## src/rtl/irq_stat_pkg.sv

```systemverilog
package irq_stat_pkg;
  localparam int EVT_W  = 15;
  localparam int DATA_W = 16;
  localparam int ADDR_W = 5;

  typedef struct packed {
    logic loadMask;
    logic clearStatus;
    logic selMask;
    logic selStatus;
  } ctlStrobe_t;
endpackage

```

## src/rtl/irq_stat_ctl.sv

```systemverilog
module irq_stat_ctl
  import irq_stat_pkg::*;
#(
  parameter int AW = ADDR_W,
  parameter logic [AW-1:0] MASK_OFS = 'h00,
  parameter logic [AW-1:0] STAT_OFS = 'h06
) (
  input  logic          clk,
  input  logic          rstN,
  input  logic [AW-1:0] regSel,
  input  logic          wrEn,
  input  logic          rdEn,
  output ctlStrobe_t    strobes
);
  logic hitMask, hitStat;

  assign hitMask = (regSel == MASK_OFS);
  assign hitStat = (regSel == STAT_OFS);

  always_comb begin
    strobes             = '0;
    strobes.loadMask    = wrEn & hitMask;
    strobes.selMask     = rdEn & hitMask;
    strobes.selStatus   = rdEn & hitStat;
    strobes.clearStatus = rdEn & hitStat;
  end

  AST_ONE_SEL: assert property (@(posedge clk) disable iff (!rstN)
    $onehot0({strobes.selMask, strobes.selStatus}));
  AST_NO_CLR_ON_MASK: assert property (@(posedge clk) disable iff (!rstN)
    strobes.selMask |-> !strobes.clearStatus);
endmodule

```

## src/rtl/irq_stat_dp.sv

```systemverilog
module irq_stat_dp
  import irq_stat_pkg::*;
#(
  parameter int EW = EVT_W,
  parameter int DW = DATA_W
) (
  input  logic          clk,
  input  logic          rstN,
  input  ctlStrobe_t    strobes,
  input  logic [EW-1:0] eventPulse,
  input  logic [DW-1:0] wrData,
  output logic [DW-1:0] rdData,
  output logic          masterFlag
);
  localparam int PAD_W = DW - EW - 1;

  logic [EW-1:0] maskReg;
  logic [EW-1:0] statusReg;
  logic [EW-1:0] hitVec;
  logic          unusedWrHi;

  assign unusedWrHi = ^wrData[DW-1:EW];
  assign hitVec     = eventPulse & maskReg;

  always_ff @(posedge clk or negedge rstN) begin
    if (!rstN)                 maskReg <= '0;
    else if (strobes.loadMask) maskReg <= wrData[EW-1:0];
  end

  for (genvar i = 0; i < EW; i++) begin : g_cause
    always_ff @(posedge clk or negedge rstN) begin
      if (!rstN)                    statusReg[i] <= 1'b0;
      else if (strobes.clearStatus) statusReg[i] <= hitVec[i];
      else                          statusReg[i] <= statusReg[i] | hitVec[i];
    end
  end

  assign masterFlag = |statusReg;

  always_comb begin
    rdData = '0;
    if (strobes.selStatus) begin
      rdData = {masterFlag, {PAD_W{1'b0}}, statusReg};
    end else if (strobes.selMask) begin
      rdData = {1'b0, {PAD_W{1'b0}}, maskReg};
    end
  end

  AST_NO_UNMASKED_SET: assert property (@(posedge clk) disable iff (!rstN)
    (statusReg & ~$past(statusReg) & ~$past(maskReg)) == '0);
  AST_STICKY: assert property (@(posedge clk) disable iff (!rstN)
    !strobes.clearStatus |=> ((statusReg & $past(statusReg)) == $past(statusReg)));
  AST_READ_CLEARS: assert property (@(posedge clk) disable iff (!rstN)
    (strobes.clearStatus && eventPulse == '0) |=> statusReg == '0);
endmodule

```

## src/rtl/irq_status_ctrl.sv

```systemverilog
module irq_status_ctrl
  import irq_stat_pkg::*;
(
  input  logic              clk,
  input  logic              rstN,
  input  logic [EVT_W-1:0]  eventPulse,
  input  logic [ADDR_W-1:0] regSel,
  input  logic              wrEn,
  input  logic              rdEn,
  input  logic [DATA_W-1:0] wrData,
  output logic [DATA_W-1:0] rdData,
  output logic              irqOut
);
  ctlStrobe_t strobes;
  logic       masterFlag;

  irq_stat_ctl #(.AW(ADDR_W)) u_ctl (
    .clk(clk), .rstN(rstN), .regSel(regSel),
    .wrEn(wrEn), .rdEn(rdEn), .strobes(strobes)
  );

  irq_stat_dp #(.EW(EVT_W), .DW(DATA_W)) u_dp (
    .clk(clk), .rstN(rstN), .strobes(strobes), .eventPulse(eventPulse),
    .wrData(wrData), .rdData(rdData), .masterFlag(masterFlag)
  );

  assign irqOut = masterFlag;

  AST_MASTER_BIT: assert property (@(posedge clk) disable iff (!rstN)
    (rdEn && regSel == ADDR_W'(6)) |-> (rdData[DATA_W-1] == irqOut));
  AST_MASK_TOP_ZERO: assert property (@(posedge clk) disable iff (!rstN)
    (rdEn && regSel == ADDR_W'(0)) |-> !rdData[DATA_W-1]);
  AST_UNMAPPED_ZERO: assert property (@(posedge clk) disable iff (!rstN)
    (regSel != ADDR_W'(0) && regSel != ADDR_W'(6)) |-> rdData == '0);
endmodule

```

## config.mk

```make
export PLATFORM = sky130hd
export DESIGN_NAME = irq_status_ctrl
export DESIGN_NICKNAME = d
export VERILOG_FILES = /design/src/rtl/irq_stat_pkg.sv /design/src/rtl/irq_stat_ctl.sv /design/src/rtl/irq_stat_dp.sv /design/src/rtl/irq_status_ctrl.sv
export SDC_FILE = /design/constraint.sdc
export NUM_CORES = 1
export LEC_CHECK = 0
export BUFFER_PORTS_ARGS = -buffer_cell sky130_fd_sc_hd__buf_4
export CORE_ASPECT_RATIO = 1.5
export CORE_UTILIZATION = 44
export DETAILED_ROUTE_END_ITERATION = 6
export GPL_TIMING_DRIVEN = 0
export PLACE_DENSITY = 0.79
export SETUP_SLACK_MARGIN = 0.3
export SYNTH_ARGS = -nofsm -noshare
export SYNTH_HDL_FRONTEND = slang
export SYNTH_HIERARCHICAL = 1
export SYNTH_SLANG_ARGS = --single-unit
export TNS_END_PERCENT = 10
```

## constraint.sdc

```tcl
create_clock -name clk -period 1.6 [get_ports clk]
set_input_delay 0.08 -clock clk [delete_from_list [all_inputs] [get_ports clk]]
set_output_delay 0.08 -clock clk [all_outputs]
set_load 0.02 [all_outputs]
```

[After elaboration in Yosys (flattened, before gate mapping)]
Cells that the tools add are included.
Storage, ports and cells
  word-level logic and storage cells: 55
  register bits: 30
  input bits: 40
  output and inout port bits: 17
Cells by class
  mux-type cells: 17
  reduce and logical (&&, ||, !) cells: 2
  eq/ne operators: 1
  bitwise gates (word level): 19
Operators by type and width (count)
  two-way mux 16 bit: 1
  bitwise AND 15 bit: 1
  two-way mux 1 bit: 15
  two-way mux 15 bit: 1
  OR 1 bit: 15
  OR reduction 15 bit: 1
  == test 5 x 3 -> 1 bit, second input constant: 1
  zero test 5 bit: 1
  bitwise AND 1 bit: 3

[Depth between registers and ports, before layout]
Gate-level depths: netlist of the first run.
  depth in word-level cells: 4
  gate-level depth with buffers: 6
  depth with buffers taken out: 4

[Cells and area by module]
Netlist of the first run, hierarchy kept.
By module, submodules not included
  irq_stat_dp: cells an instance 121, area each 1401.3 µm², times used 1, seq. area each 750.7 µm²
  irq_stat_ctl: cells an instance 7, area each 50.0 µm², times used 1, seq. area each 0.0 µm²

[Worst setup path before layout of the first run]
OpenSTA, ideal clock, no wires.
  path type: input to output
  start point: in regSel[0]
  end point: out rdData[15]
  required time: 1.520 ns
  stages on the path: 6
  path slack: -0.014 ns
  data arrival time: 1.534 ns
  buffers on the path: 2
  path through: or4b_1 -> nor2_1 -> buf_6 -> buf_4 -> inv_1 -> a41oi_1
RTL lines
  start: declaration: RTL line irq_status_ctrl.sv:7  | input logic [ADDR_W-1:0] regSel,
  end: declaration: RTL line irq_status_ctrl.sv:11  | output logic [DATA_W-1:0] rdData,

==> impl_metrics.json, run 1 <==
{
  "layout_common_cells": "buf_4 (42), dfrtp_1 (30), buf_6 (24)",
  "hpwl_um": 2570,
  "crit_path_max_fanout": 5,
  "met3_length_um": 158,
  "place_inst": 223,
  "report.final.slew_viol_count": 0,
  "cts_sinks": 30,
  "clk_latency_ps": 280,
  "yosys_warnings": 6,
  "crit_type": "in2out",
  "grt_pass1_vias": 1383,
  "die-area_sq_um": 3540,
  "hold_viol": 0,
  "vias": 1263,
  "pwr_density_cell_nw_per_um2": 934,
  "postSynthAreaPerCell_sq_um": 11.3,
  "portBuffers": 55,
  "antenna_cells": 0,
  "num_rows": 25,
  "initial_core_util": 0.459,
  "final_antenna_net_count": 0,
  "wl_per_cell_um": 15.6,
  "route.detailed.drc": 0,
  "failed_checks": "setup timing",
  "drt_iter0_markers": 38,
  "grt_pass1_wl_um": 6200,
  "antenna_found_initial": 0,
  "min_path_type": "in2reg",
  "met2_length_um": 2120,
  "htree_levels": 2,
  "max-vdd-ir-drop_mv": 0.698,
  "wirelength_um": 3730,
  "finClkSkew_ps": 1.30,
  "cp-start-kind": "primary input",
  "ys_seq_elements": 30,
  "holdCritStartpoint": "eventPulse[8]",
  "synth_nets": 168,
  "overflow": 0,
  "setup_viol": 3,
  "viasPerCell": 5.28,
  "layout_commonest_cell": "buf_4",
  "status": "complete, but fails checks",
  "cts_buffers": 5,
  "rsz0062_at_grt": "yes",
  "worstSetupEndpointType": "output port",
  "path_clk_slew_ps": 60,
  "fillers": 210,
  "p_total_w": 0.00212,
  "seq_area_frac_synth": 0.517,
  "cp.arrival_ps": 1540,
  "stdcell_count": 239,
  "syn_area_sq_um": 1450,
  "finalSetupTns_ps": -35.1,
  "r2r_slack_ps": 800,
  "synthCells": 128,
  "tightest_slew_ps": 377,
  "setup_ws_ps": -17.0,
  "cts_tree": "done",
  "dr.pass1.iters": 4,
  "die_x_um": 48.9,
  "core_area_sq_um": 3160,
  "fin_nets": 238,
  "drive_above_1_share": 0.528,
  "root_buffer": "clkbuf_8",
  "area_growth_pct": 56.8,
  "period_share": 1.01,
  "slew-limit-headroom": 0.749,
  "worstSetupStartpoint": "regSel[0]",
  "p_leak_nw": 1.13,
  "wl_met1_um": 1380,
  "maxCapViolCount": 0,
  "top_layer": "met4",
  "grt_usage": 0.236,
  "grt_max_degree": 31,
  "synth_cell_types": 19,
  "fmax_ghz": 0.618,
  "max-clock-path-buffers": 2,
  "num_io_pins": 57,
  "place_congestion": 0.745,
  "die_h_um": 72.3,
  "fin_crit_ps": 1620,
  "cp.required_ps": 1520,
  "r2r_start": "u_dp/maskReg[7]$_DFFE_PN0P_"
}
-- state kept, by name, indices dropped and copies added, names as in the netlist --
name            cells
u_dp/maskReg       15
u_dp/statusReg     15
-- where the power goes --
group	switching [W]	total [W]	internal, W
clock network	0.000285	0.000742	0.000457
logic	0.000119	0.000323	0.000204
registers	0.000157	0.00106	0.000903
total	0.000561	0.00212	0.00156
-- worst max-delay path: stages --
cell	delay, ps
buf_6	90
or4b_4	570
nor3_4	150
nor2b_4	230
buf_6	140
a22o_1	150
buf_6	120
-- metrics by stage --
step                instance area, sq um  utilization  worst slack [ps]  hold slack, ps
floorplan                           1480            -               173            -216
global placement                    1940        0.615             -78.1            21.8
detailed placement                  1940        0.615             -98.1            26.1
CTS                                 2270        0.719             -9.87            1.95
global route                        2280        0.720             -61.4           0.874
finish                              2280        0.720             -17.0            6.76
-- synthesized netlist by cell type (all sizes together) --
cell,instances,share of area
nor3,3,0.014
nor2b,1,0.0095
or4b,2,0.014
inv,16,0.041
nand4,1,0.0043
mux2,15,0.14
o21ai,16,0.055
nor2,1,0.0026
nor4,3,0.013
dfrtp,30,0.52
nand2,18,0.047
clkbuf,1,0.0026
buf,6,0.047
a41oi,1,0.0060
a22o,14,0.084
-- final timing paths --
path                            cells after the start                           end
worst max-delay path                                7                     rdData[8]
worst min-delay path                                3   u_dp/statusReg[8]$_DFF_PN0_
worst max register to register                      1   u_dp/maskReg[7]$_DFFE_PN0P_
worst min register to register                      2  u_dp/statusReg[14]$_DFF_PN0_
max in group asynchronous                           2   u_dp/statusReg[2]$_DFF_PN0_
min in group asynchronous                           2  u_dp/statusReg[12]$_DFF_PN0_
-- routing by layer --
metal / GRT usage / up-vias
met5: 0 / -
met4: 0.144 / 0
met3: 0.0482 / 8
met2: 0.432 / 56
met1: 0.246 / 617
li1: - / 582
-- area by class of cell --
class	instances	area (sq um)	share of cell area
Inverter	16	62.6	0.0275
Sequential cell	30	751	0.330
Buffer	7	77.6	0.0341
Multi-Input combinational cell	75	678	0.298
Clock inverter	3	40.0	0.0176
Tap cell	40	50.0	0.0220
Timing Repair Buffer	63	548	0.241
Clock buffer	5	68.8	0.0302
-- kinds of logic after synthesis --
kind of cell / count (synthesis) / share of synthesized area
AOI/OAI and AO/OA: 31 / 0.146
DFF: 30 / 0.517
and+or+nand+nor: 29 / 0.103
buffers and inverters: 23 / 0.0914
muxes: 15 / 0.142
-- repair_timing --
action,CTS,global route
resized for setup,38,2
hold buffers,1,0
hold endpoints to repair,30,0
setup endpoints to repair,37,32
setup buffers,5,0
pin swaps,9,5
cloned,2,0
Power figures use the tool's default switching activity.
==> run 2, diff against run 1 <==
--- a/config.mk
+++ b/config.mk
@@ -7,13 +7,13 @@
 export LEC_CHECK = 0
 export BUFFER_PORTS_ARGS = -buffer_cell sky130_fd_sc_hd__buf_4
 export CORE_ASPECT_RATIO = 1.5
-export CORE_UTILIZATION = 44
+export CORE_UTILIZATION = 43
 export DETAILED_ROUTE_END_ITERATION = 6
 export GPL_TIMING_DRIVEN = 0
-export PLACE_DENSITY = 0.79
+export PLACE_DENSITY = 0.81
 export SETUP_SLACK_MARGIN = 0.3
 export SYNTH_ARGS = -nofsm -noshare
 export SYNTH_HDL_FRONTEND = slang
 export SYNTH_HIERARCHICAL = 1
 export SYNTH_SLANG_ARGS = --single-unit
-export TNS_END_PERCENT = 10
+export TNS_END_PERCENT = 50
==> constraint.sdc (replaced) <==
create_clock -name clk -period 1.4 [get_ports clk]
set_input_delay 0.07 -clock clk [delete_from_list [all_inputs] [get_ports clk]]
set_output_delay 0.07 -clock clk [all_outputs]
set_load 0.02 [all_outputs]
==> impl_metrics.json, run 2 (synthesized netlist as in run 1, its figures left out) <==
{
  "die_h_um": 73.2,
  "cts_buffers": 5,
  "clk_latency_ps": 280,
  "fin_area_sq_um": 2460,
  "portBuffers": 55,
  "cp.required_ps": 1330,
  "num_rows": 25,
  "grt_max_degree": 31,
  "viasPerCell": 5.36,
  "fin_nets": 245,
  "route.detailed.drc": 0,
  "worstSetupEndpointType": "output port",
  "reg_top3": "u_dp/maskReg (15), u_dp/statusReg (15)",
  "overflow": 0,
  "pwr_density_cell_nw_per_um2": 953,
  "antenna_cells": 0,
  "final_antenna_net_count": 0,
  "tightest_slew_ps": 380,
  "fmax_ghz": 0.599,
  "die_x_um": 49.4,
  "worstSetupStartpoint": "regSel[3]",
  "grt_pass1_wl_um": 6680,
  "hold_viol": 0,
  "initial_core_util": 0.455,
  "setup_ws_ps": -270,
  "place_area_sq_um": 2030,
  "max-clock-path-buffers": 2,
  "core_area_sq_um": 3190,
  "area_growth_pct": 69.5,
  "setup_viol": 17,
  "path_clk_slew_ps": 60,
  "layout_common_cells": "buf_4 (48), dfrtp_1 (28), buf_6 (20)",
  "period_share": 1.19,
  "cts_sinks": 30,
  "num_io_pins": 57,
  "slew-limit-headroom": 0.747,
  "antenna_found_initial": 0,
  "crit_path_max_fanout": 10,
  "failed_checks": "setup timing",
  "crit_type": "in2out",
  "rsz0062_at_grt": "yes",
  "die-area_sq_um": 3620,
  "holdCritStartpoint": "eventPulse[2]",
  "wl_per_cell_um": 18.0,
  "wirelength_um": 4400,
  "maxCapViolCount": 0,
  "r2r_start": "u_dp/maskReg[4]$_DFFE_PN0P_",
  "dr.pass1.iters": 4,
  "hpwl_um": 2650,
  "place_congestion": 0.752,
  "root_buffer": "clkbuf_8",
  "fin_crit_ps": 1670,
  "r2r_slack_ps": 590,
  "cp-start-kind": "primary input",
  "layout_commonest_cell": "buf_4",
  "drive_above_1_share": 0.578,
  "place_inst": 223,
  "worstHoldPathCells": 3,
  "finClkSkew_ps": 0.387,
  "htree_levels": 2,
  "stdcell_count": 244,
  "grt_pass1_vias": 1407,
  "grt_usage": 0.257,
  "report.final.slew_viol_count": 0,
  "r2r_cells": 1,
  "cts_tree": "done",
  "hold_path_end": "u_dp/statusReg[2]$_DFF_PN0_",
  "rr_endpoint": "u_dp/maskReg[4]$_DFFE_PN0P_",
  "dp_slack_ps": -318,
  "max-vdd-ir-drop_mv": 0.871,
  "p_leak_nw": 1.21,
  "min_path_type": "in2reg",
  "status": "complete, but fails checks",
  "drt_iter0_markers": 37,
  "vias": 1309,
  "cp.arrival_ps": 1600
}
run 2: cell types whose count changed in the layout (fill, tap and decap cells not counted), moves of 4 or more:
| cell | previous run | this run |
|---|---|---|
| o21ai_0 | 15 | 5 |
| a22o_4 | 0 | 5 |
| a22o_1 | 14 | 9 |
| mux2_4 | 10 | 15 |
| buf_12 | 1 | 5 |
| buf_4 | 42 | 48 |
| o21ai_1 | 0 | 10 |
| mux2_2 | 5 | 0 |
| buf_6 | 24 | 20 |
run 2: worst max-delay path by stage:
stage                     cells past startpoint                            to  slack [ps]
after floorplan                               5  u_dp/maskReg[10]$_DFFE_PN0P_         -20
after CTS                                     7                     rdData[9]        -200
final                                         7                     rdData[7]        -270
after detailed placement                      7                     rdData[9]        -320
after global placement                        7                     rdData[9]        -270
after global routing                          7                     rdData[7]        -310
run 2: repair_timing:
action | in CTS | in global routing
hold buffers | 1 | 0
resized for setup | 30 | 18
pin swaps | 4 | 7
buffers inserted | 8 | 5
setup endpoints to repair | 32 | 42
gates cloned | 0 | 1
endpoints found under the hold margin | 30 | 0
run 2: layout make-up:
| type | count | area [sq um] |
|---|---|---|
| inverters | 16 | 62.6 |
| plain buffers | 7 | 114 |
| repair buffers | 70 | 647 |
| clock buffers | 6 | 82.6 |
| well taps | 40 | 50.0 |
| fillers | 196 | 731 |
| multi-input cells | 75 | 751 |
| flip-flops and latches | 30 | 753 |
run 2: stage by stage:
stage / power (W) / setup TNS [ps] / hold slack, ps / util
after floorplan: 0.00137 / -248 / -226 / -
after global placement: 0.00152 / -5390 / 9.62 / 0.637
after detailed placement: 0.00155 / -6280 / 13.0 / 0.637
after CTS: 0.00228 / -2790 / 3.46 / 0.732
after global routing: 0.00246 / -4130 / 12.2 / 0.771
final: 0.00234 / -3550 / 10.5 / 0.771
run 2: power breakdown:
group          switching [W]  internal (W)
clock               0.000296      0.000378
combinational       0.000159      0.000274
sequential          0.000203       0.00103
total               0.000657       0.00169
run 2: per-layer routing:
| layer | global-route usage | vias up | share of wire |
|---|---|---|---|
| li1 | - | 597 | - |
| met1 | 0.270 | 660 | 0.35 |
| met2 | 0.466 | 46 | 0.59 |
| met3 | 0.0604 | 6 | 0.046 |
| met4 | 0.143 | 0 | 0.017 |
| met5 | 0 | - | 0 |
run 2: worst max-delay path: stages:
cell and delay (ps):
buf_6 90, or4b_4 580, nor3_4 170, nor2b_4 220
buf_8 170, a22o_1 180, buf_6 130
